File: src/rtl/netin_pkg.sv
package netin_pkg;

    typedef enum logic [1:0] {
        OUT_REPLY  = 2'b00,
        OUT_NACK   = 2'b01,
        OUT_CREDIT = 2'b10
    } out_kind_e;

    function automatic logic has_room(int unsigned held, int unsigned limit);
        return held < limit;
    endfunction

endpackage

File: src/rtl/netin_fifo.sv
module netin_fifo #(
    parameter int WIDTH = 8,
    parameter int DEPTH = 4
) (
    input  logic             clk,
    input  logic             rst,
    input  logic             push,
    input  logic [WIDTH-1:0] wr_data,
    input  logic             pop,
    output logic [WIDTH-1:0] rd_data,
    output logic             empty,
    output logic             full
);
    localparam int PTR_W = (DEPTH > 1) ? $clog2(DEPTH) : 1;
    localparam int CNT_W = $clog2(DEPTH + 1);

    logic [WIDTH-1:0] mem [DEPTH];
    logic [PTR_W-1:0] rd_ptr, wr_ptr;
    logic [CNT_W-1:0] count;
    logic             push_ok, pop_ok;

    assign empty   = (count == '0);
    assign full    = (int'(count) == DEPTH);
    assign pop_ok  = pop && !empty;
    assign push_ok = push && (!full || pop_ok);
    assign rd_data = mem[rd_ptr];

    function automatic logic [PTR_W-1:0] step(logic [PTR_W-1:0] p);
        return (int'(p) == DEPTH - 1) ? '0 : p + 1'b1;
    endfunction

    always_ff @(posedge clk) begin
        if (rst) begin
            rd_ptr <= '0;
            wr_ptr <= '0;
            count  <= '0;
        end else begin
            if (push_ok) begin
                mem[wr_ptr] <= wr_data;
                wr_ptr      <= step(wr_ptr);
            end
            if (pop_ok) rd_ptr <= step(rd_ptr);
            count <= count + CNT_W'(push_ok) - CNT_W'(pop_ok);
        end
    end

    AST_NO_OVERFLOW: assert property (@(posedge clk) disable iff (rst)
        int'(count) <= DEPTH);
    AST_POP_EMPTY: assert property (@(posedge clk) disable iff (rst)
        (empty && pop && !push) |=> empty);
    AST_SAME_CYCLE: assert property (@(posedge clk) disable iff (rst)
        (push_ok && pop_ok) |=> (count == $past(count)));

endmodule

File: src/rtl/netin_peer_ctl.sv
module netin_peer_ctl #(
    parameter int K = 2
) (
    input  logic clk,
    input  logic rst,
    input  logic arrive,
    input  logic deq,
    input  logic nack_taken,
    input  logic credit_taken,
    output logic accept,
    output logic nack_pend,
    output logic credit_pend
);
    localparam int CW = $clog2(K + 1);

    logic [CW-1:0] held_q, cred_q;
    logic          nack_q;
    logic          refuse, cred_dec;

    assign accept      = arrive && netin_pkg::has_room(int'(held_q) + int'(cred_q), K);
    assign refuse      = arrive && !accept;
    assign cred_dec    = credit_taken && (cred_q != '0);
    assign nack_pend   = nack_q;
    assign credit_pend = (cred_q != '0);

    always_ff @(posedge clk) begin
        if (rst) begin
            held_q <= '0;
            cred_q <= '0;
            nack_q <= 1'b0;
        end else begin
            held_q <= held_q + CW'(accept) - CW'(deq);
            cred_q <= cred_q + CW'(deq) - CW'(cred_dec);
            if (refuse)          nack_q <= 1'b1;
            else if (nack_taken) nack_q <= 1'b0;
        end
    end

    AST_RESERVE_BOUND: assert property (@(posedge clk) disable iff (rst)
        (int'(held_q) + int'(cred_q)) <= K);
    AST_DEQ_CREDIT: assert property (@(posedge clk) disable iff (rst)
        deq |=> credit_pend);
    AST_NACK_KEPT: assert property (@(posedge clk) disable iff (rst)
        (nack_q && !nack_taken) |=> nack_q);

endmodule

File: src/rtl/netin_out_arb.sv
module netin_out_arb #(
    parameter int PEERS  = 4,
    parameter int SRC_W  = 2,
    parameter int DATA_W = 8
) (
    input  logic [PEERS-1:0]  nack_vec,
    input  logic [PEERS-1:0]  credit_vec,
    input  logic              rsp_valid,
    input  logic [SRC_W-1:0]  rsp_dst,
    input  logic [DATA_W-1:0] rsp_data,
    input  logic              out_ready,
    output logic              rsp_ready,
    output logic              out_valid,
    output logic [1:0]        out_kind,
    output logic [SRC_W-1:0]  out_dst,
    output logic [DATA_W-1:0] out_data,
    output logic [PEERS-1:0]  nack_take,
    output logic [PEERS-1:0]  credit_take
);
    import netin_pkg::*;

    logic             nack_any, credit_any;
    logic [SRC_W-1:0] nack_sel, credit_sel;

    always_comb begin
        nack_sel   = '0;
        credit_sel = '0;
        for (int i = PEERS - 1; i >= 0; i--) begin
            if (nack_vec[i])   nack_sel   = SRC_W'(i);
            if (credit_vec[i]) credit_sel = SRC_W'(i);
        end
        nack_any   = |nack_vec;
        credit_any = |credit_vec;

        out_valid   = nack_any || credit_any || rsp_valid;
        out_data    = '0;
        nack_take   = '0;
        credit_take = '0;
        rsp_ready   = out_ready && !nack_any && !credit_any;
        if (nack_any) begin
            out_kind = OUT_NACK;
            out_dst  = nack_sel;
            nack_take[nack_sel] = out_ready;
        end else if (credit_any) begin
            out_kind = OUT_CREDIT;
            out_dst  = credit_sel;
            credit_take[credit_sel] = out_ready;
        end else begin
            out_kind = OUT_REPLY;
            out_dst  = rsp_dst;
            out_data = rsp_data;
        end
    end

endmodule

File: src/rtl/netin_buffer.sv
module netin_buffer #(
    parameter int PEERS  = 4,
    parameter int K      = 2,
    parameter int DATA_W = 8,
    parameter int SRC_W  = (PEERS > 1) ? $clog2(PEERS) : 1
) (
    input  logic              clk,
    input  logic              rst,
    input  logic              in_valid,
    input  logic              in_is_reply,
    input  logic [SRC_W-1:0]  in_src,
    input  logic [DATA_W-1:0] in_data,
    output logic              rq_valid,
    output logic [SRC_W-1:0]  rq_src,
    output logic [DATA_W-1:0] rq_data,
    input  logic              rq_pop,
    output logic              rp_valid,
    output logic [SRC_W-1:0]  rp_src,
    output logic [DATA_W-1:0] rp_data,
    input  logic              rp_pop,
    input  logic              rsp_valid,
    input  logic [SRC_W-1:0]  rsp_dst,
    input  logic [DATA_W-1:0] rsp_data,
    output logic              rsp_ready,
    output logic              out_valid,
    input  logic              out_ready,
    output logic [1:0]        out_kind,
    output logic [SRC_W-1:0]  out_dst,
    output logic [DATA_W-1:0] out_data
);
    import netin_pkg::*;

    localparam int ENTRY_W  = SRC_W + DATA_W;
    localparam int RQ_DEPTH = K * PEERS;

    logic [PEERS-1:0]   accept_vec, nack_vec, credit_vec, nack_take, credit_take;
    logic               rq_empty, rq_full, rp_empty, rp_full;
    logic               is_req, rq_push, rp_push, rq_deq;
    logic [ENTRY_W-1:0] rq_head, rp_head;

    assign is_req  = in_valid && !in_is_reply;
    assign rq_push = (|accept_vec) && !rq_full;
    assign rp_push = in_valid && in_is_reply;
    assign rq_deq  = rq_pop && !rq_empty;

    generate
        for (genvar g = 0; g < PEERS; g++) begin : g_peer
            netin_peer_ctl #(.K(K)) u_peer (
                .clk         (clk),
                .rst         (rst),
                .arrive      (is_req && (in_src == SRC_W'(g))),
                .deq         (rq_deq && (rq_src == SRC_W'(g))),
                .nack_taken  (nack_take[g]),
                .credit_taken(credit_take[g]),
                .accept      (accept_vec[g]),
                .nack_pend   (nack_vec[g]),
                .credit_pend (credit_vec[g])
            );
        end
    endgenerate

    netin_fifo #(.WIDTH(ENTRY_W), .DEPTH(RQ_DEPTH)) u_rq (
        .clk    (clk),
        .rst    (rst),
        .push   (rq_push),
        .wr_data({in_src, in_data}),
        .pop    (rq_pop),
        .rd_data(rq_head),
        .empty  (rq_empty),
        .full   (rq_full)
    );

    netin_fifo #(.WIDTH(ENTRY_W), .DEPTH(K)) u_rp (
        .clk    (clk),
        .rst    (rst),
        .push   (rp_push),
        .wr_data({in_src, in_data}),
        .pop    (rp_pop),
        .rd_data(rp_head),
        .empty  (rp_empty),
        .full   (rp_full)
    );

    assign rq_valid = !rq_empty;
    assign rp_valid = !rp_empty;
    assign {rq_src, rq_data} = rq_head;
    assign {rp_src, rp_data} = rp_head;

    netin_out_arb #(.PEERS(PEERS), .SRC_W(SRC_W), .DATA_W(DATA_W)) u_arb (
        .nack_vec   (nack_vec),
        .credit_vec (credit_vec),
        .rsp_valid  (rsp_valid),
        .rsp_dst    (rsp_dst),
        .rsp_data   (rsp_data),
        .out_ready  (out_ready),
        .rsp_ready  (rsp_ready),
        .out_valid  (out_valid),
        .out_kind   (out_kind),
        .out_dst    (out_dst),
        .out_data   (out_data),
        .nack_take  (nack_take),
        .credit_take(credit_take)
    );

    AST_REPLY_ACCEPT: assert property (@(posedge clk) disable iff (rst)
        (rp_push && !rp_full) |=> rp_valid);
    AST_NACK_PERSIST: assert property (@(posedge clk) disable iff (rst)
        (out_valid && !out_ready && out_kind == OUT_NACK) |=> (out_valid && out_kind == OUT_NACK));
    AST_RSP_BLOCKED: assert property (@(posedge clk) disable iff (rst)
        (out_valid && out_kind != OUT_REPLY) |-> !rsp_ready);
    AST_REQ_ROOM: assert property (@(posedge clk) disable iff (rst)
        (|accept_vec) |-> !rq_full);

endmodule

File: config.mk
export PLATFORM = sky130hd
export DESIGN_NAME = netin_buffer
export DESIGN_NICKNAME = d
export VERILOG_FILES = /design/src/rtl/netin_pkg.sv /design/src/rtl/netin_fifo.sv /design/src/rtl/netin_peer_ctl.sv /design/src/rtl/netin_out_arb.sv /design/src/rtl/netin_buffer.sv
export SDC_FILE = /design/constraint.sdc
export NUM_CORES = 1
export LEC_CHECK = 0
export BUFFER_PORTS_ARGS = -buffer_cell sky130_fd_sc_hd__buf_4
export CAP_MARGIN = 25
export CORE_MARGIN = 2
export CORE_UTILIZATION = 50
export CTS_CLUSTER_DIAMETER = 80
export DETAILED_ROUTE_END_ITERATION = 7
export PLACE_DENSITY_LB_ADDON = 0.25
export SYNTH_ARGS = -nofsm -noshare
export SYNTH_HDL_FRONTEND = slang
export SYNTH_SLANG_ARGS = --single-unit
export TNS_END_PERCENT = 50
File: constraint.sdc
create_clock -name clk -period 5.2 [get_ports clk]
set_clock_uncertainty 0.15 [all_clocks]
set_input_delay 0.78 -clock clk [delete_from_list [all_inputs] [get_ports clk]]
set_output_delay 0.78 -clock clk [all_outputs]
set_load 0.02 [all_outputs]
# After elaboration in Yosys (flattened, before gate mapping)
# Memories as Yosys holds them, arrays and structs flattened. A register that Yosys moved wholly into a read port is not among the register bits.
# Index checks and enable logic that the tools add are counted.
# classes
n_addsub,28
n_mul,0
div_mod_pow,0
order_cmp,8
eq_ne,10
shifts,0
n_mux,43
n_bitwise,2
reduce_logical,61
# ops
op,count
"< comparator 32 x 2 -> 1 bit, second input constant",4
logical AND 1 bit,31
two-way mux 2 bit,12
two-way mux 1 bit,20
adder 2 x 1 -> 2 bit,9
subtractor 2 x 1 -> 2 bit,9
two-way mux 8 bit,2
nonzero test 2 bit,8
adder 2 x 2 -> 3 bit,4
two-way mux 3 bit,4
two-way mux 4 bit,3
OR reduction 4 bit,3
zero test 1 bit,11
"== test 2 bit, second input constant",5
AND 4 bit,2
"adder 3 x 1 -> 3 bit, second input constant",2
"== test 3 x 1 -> 1 bit, second input constant",2
zero test 2 bit,3
"< comparator 2 x 3 -> 1 bit, second input constant",2
adder 4 x 1 -> 4 bit,1
demux 1 bit (select 2 bit),2
"== test 2 x 1 -> 1 bit, second input constant",2
"== test 4 bit, second input constant",1
">= comparator 2 x 1 -> 1 bit, second input constant",2
4 further kinds,8
# totals
register_bits,34
latchBits,0
ram_bits,100
rom_bits,0
inputBits,28
output_inout_bits,36
word_cells,172
memories,2
# mem_list
memory,depth,width,rd,rd_clocked_by_memory_dff,write_ports,line_no,source
u_rq.mem,8,10,1,1,1,netin_fifo.sv:17,logic [WIDTH-1:0] mem [DEPTH];
u_rp.mem,2,10,1,1,1,netin_fifo.sv:17,

# Logic depth before layout (Yosys ltp)
# depth
ltp_word,14
ltp_mapped,13
depth_no_buf,13

# Hierarchy
# From an unflattened synthesis, not the netlist that was laid out.
# hier_totals
cells_unflattened,422
area_unflattened_um2,6337.3
# by_module_without_submodules
mod,n_inst,cells_per_inst,area_per_inst_um2,seq_area_each_um2
netin_fifo at u_rq,1,206,3832.4,2662.6
netin_peer_ctl,4,27,290.3,100.1
netin_fifo at u_rp,1,57,972.2,700.7
netin_out_arb,1,38,246.5,0.0
netin_buffer,1,13,125.1,0.0

# Least setup slack after synthesis
# No wires, ideal clock.
# synth_path
path_kind,register to register
startpoint,reg u_rq.count[2]
endpoint,reg u_rq.count[2]
setup_time_ns,0.128
t_arrival_ns,2.428
required_time_ns,4.922
setup_slack_ns,2.495
stages_incl_launch_ff,12
n_path_buf,0
period_less_slack_ns,2.705
cell_sequence,dfxtp_1 -> inv_1 -> ha_1 -> or3b_2 -> nand2_1 -> inv_1 -> ha_1 -> inv_1 -> ha_1 -> fa_1 -> xnor2_1 -> nor2_1
# synth_via
elab_chain_cells,7
elab_cells_between_ends,10
cone_classes,2 x add/sub; 1 x eq/ne; 7 x reduce/logical
# synth_lines
element,line_no,source
start: declaration,netin_fifo.sv:19,logic [CNT_W-1:0] count;
start signal: assignment,netin_fifo.sv:43,count <= count + CNT_W'(push_ok) - CNT_W'(pop_ok);
zero test 4 bit (*),netin_fifo.sv:22,assign empty = (count == '0);
zero test 1 bit (*),--,
via rq_valid,netin_buffer.sv:13,"output logic rq_valid,"
logical AND 1 bit (*),netin_fifo.sv:24,assign pop_ok = pop && !empty;
logical OR 1 bit,netin_fifo.sv:25,assign push_ok = push && (!full || pop_ok);
logical AND 1 bit,netin_fifo.sv:25,
adder 4 x 1 -> 4 bit,netin_fifo.sv:43,
subtractor 4 x 1 -> 4 bit (*),netin_fifo.sv:43,
# The timed path passes the listed nets; every way through them passes the cells marked *.
# A chain may end at the register's enable or synchronous reset.

==> impl_metrics.env <==
export IMPL_status="finished clean"
export IMPL_drt_iter0_drc=196
export IMPL_drt_vias_per_instance=5.21
export IMPL_synth_nets=467
export IMPL_finalCritPeriodShare=0.665
export IMPL_rsz0062_at_grt="no"
export IMPL_max_freq_mhz=289
export IMPL_p_leak_nw=2.87
export IMPL_post_cts_setup_buffer_count=0
export IMPL_drc=0
export IMPL_total_power_w=0.00384
export IMPL_clk_latency_ps=410
export IMPL_clkTransAtPathRegs_ps=50
export IMPL_drive_gt1_frac=0.275
export IMPL_antenna_cells=0
export IMPL_h_tree_depth=4
export IMPL_grtUsageTotal=0.183
export IMPL_required_ps=4270
export IMPL_synth_top_cell_by_area="edfxtp_1"
export IMPL_cts_tree="built"
export IMPL_vias=3324
export IMPL_yosys_top_cells_area="edfxtp_1 49%, dfxtp_1 12%, ha_1 5.8%"
export IMPL_grt_pass1_vias=3462
export IMPL_synth_edf_count=100
export IMPL_cp_start_kind="register"
export IMPL_io_buffer_count=63
export IMPL_numCtsBuffers=17
export IMPL_synth_cell_type_count=50
export IMPL_routedWlPerCell_um=17.2
export IMPL_core_area_um2=12000
export IMPL_grt_pass1_wl_mm=17.6
export IMPL_setup_violations=0
export IMPL_drt_wl_total_mm=11.0
export IMPL_avgSynthCellArea_um2=15.0
export IMPL_report_final_slew_viol_count=0
export IMPL_netlist_area_leader_share=0.493
export IMPL_dr_pass1_iters=4
export IMPL_start_util=0.509
export IMPL_slew_headroom=0.376
export IMPL_grt_max_degree=43
export IMPL_cp_max_fo=12
export IMPL_io_pin_count=64
export IMPL_dpl_hpwl_mm=7.35
export IMPL_ir_drop_mv=0.432
export IMPL_detail_route_antenna_nets=0
export IMPL_syn2layout_area_growth_pct=19.9
export IMPL_gp_congestion=0.724
export IMPL_end_kind="output pin"
export IMPL_root_buffer="clkbuf_16"
export IMPL_hold_path_class="reg2reg"
export IMPL_synth_area_um2=6090
export IMPL_num_rows=40
export IMPL_final_util=0.610
export IMPL_antenna_found_initial=0
export IMPL_setup_tns_ps=0
export IMPL_fin_crit_ps=3460
export IMPL_die_y_um=114
export IMPL_cp_arrival_ps=2530
export IMPL_hold_viol_final=0
export IMPL_dieArea_um2=13100
export IMPL_postCtsHoldBufs=0
export IMPL_post_cts_resized=0
export IMPL_ys_flop_type="edfxtp_1"
export IMPL_synthArstFlopShare=0
export IMPL_cts_sinks=138
export IMPL_p_per_area_nw_per_um2=525
export IMPL_maxCapViolations=0
export IMPL_ys_seq_area_frac=0.618
export IMPL_cts_buffer_depth=2
export IMPL_path_class="reg2out"
export IMPL_overflow=0
export IMPL_nNetsFinal=539
export IMPL_yosys_warnings=0
export IMPL_tightestPinTransition_ps=935
export IMPL_synth_seq_cells=138
export IMPL_synth_cells=406
export IMPL_fp_dieW_um=114
-- registers in the layout, summed over array words and instances (netlist names), 3 cells and up, named ones only --
name                     count
u_rp.mem                    20
u_rq.wr_ptr                  3
g_peer.u_peer.held_q         8
u_rq.rd_ptr                  3
u_rq.count                   4
u_rq.mem                    80
g_peer.u_peer.cred_q         8
g_peer.u_peer.nack_pend      4
-- layout make-up --
class | instances | area [um2]
repair buffers | 65 | 488
inverters | 23 | 86.3
fillers | 887 | 4660
multi-input cells | 233 | 2170
well taps | 147 | 184
clock buffers | 24 | 462
clock inverters | 8 | 146
flip-flops and latches | 138 | 3760
-- cell usage after synthesis, drive strengths merged, types with 5 or more instances --
library cell and n:
ha 28, mux2 19, buf 7, xnor2 13, o21ai 7, xor2 9
dfxtp 38, nand2b 5, inv 23, nand2 16, nor2b 14, mux4 20
fa 5, and2 13, nor2 33, edfxtp 100, clkbuf 5, a21oi 9
-- worst paths after layout --
check                                     startpoint                                 endpoint  slack [ps]  cells past startpoint
max                                         register                               rq_data[4]        1740                      4
min          g_peer[0].u_peer.nack_pend$_SDFFE_PP0P_  g_peer[0].u_peer.nack_pend$_SDFFE_PP0P_         330                      2
max reg2reg                                 register    g_peer[3].u_peer.held_q[1]$_SDFF_PP0_        2160                      9
min reg2reg  g_peer[0].u_peer.nack_pend$_SDFFE_PP0P_  g_peer[0].u_peer.nack_pend$_SDFFE_PP0P_         330                      2
-- power by group --
part | internal, W | switching (W)
logic | 0.000589 | 0.000625
registers | 0.00128 | 0.000108
clock network | 0.000814 | 0.000422
total | 0.00268 | 0.00115
-- worst max-delay path: stages (launching register included) --
cell and delay, ps:
dfxtp_1 700, buf_4 370, mux4_1 620, mux2_2 280
buf_4 150
-- layer usage --
metal / global-route usage / routed length [um] / vias up
li1: - / - / 1637
met1: 0.219 / 4670 / 1638
met4: 0.0780 / 129 / 0
met5: 0 / 0 / -
met2: 0.319 / 5900 / 40
met3: 0.0397 / 285 / 9
-- layout by cell type, fill, tap and decap left out, types with 5 or more instances in the layout --
master / synthesis / layout
nor2b_1: 14 / 14
dfxtp_1: 38 / 38
buf_4: 1 / 65
o21ai_0: 7 / 7
clkbuf_16: 0 / 17
edfxtp_1: 100 / 100
mux4_2: 13 / 13
xor2_1: 9 / 9
mux2_2: 19 / 19
inv_1: 22 / 22
ha_1: 28 / 28
nand2_1: 16 / 16
fa_1: 5 / 5
and2_1: 13 / 13
nor2_1: 33 / 33
xnor2_1: 13 / 13
a21oi_1: 9 / 9
nand2b_1: 5 / 5
clkbuf_1: 5 / 6
mux4_1: 7 / 7
-- per-stage QoR --
stage               hold slack [ps]  std cells  setup WS [ps]  area [um2]
CTS                             338        638           1700        7300
detailed placement              331        606           2060        6690
finish                          334        638           1740        7300
floorplan                       300        406           2490        6090
global placement                319        606           2130        6690
global route                    367        638           1600        7300
-- kinds of logic (layout without fill, tap and decap cells) --
group                    count (synthesis)  count (layout)  synth area share
adder cells (fa/ha/maj)                 33              33            0.0740
flip-flops                             138             138             0.618
AO/OA/AOI/OAI                           23              23            0.0234
multiplexers                            43              43             0.124
buffers and inverters                   35             120            0.0255
AND/OR/NAND/NOR                        112             112             0.104
XOR/XNOR                                22              22            0.0316
Note: power is estimated with default switching activity, not from simulation.
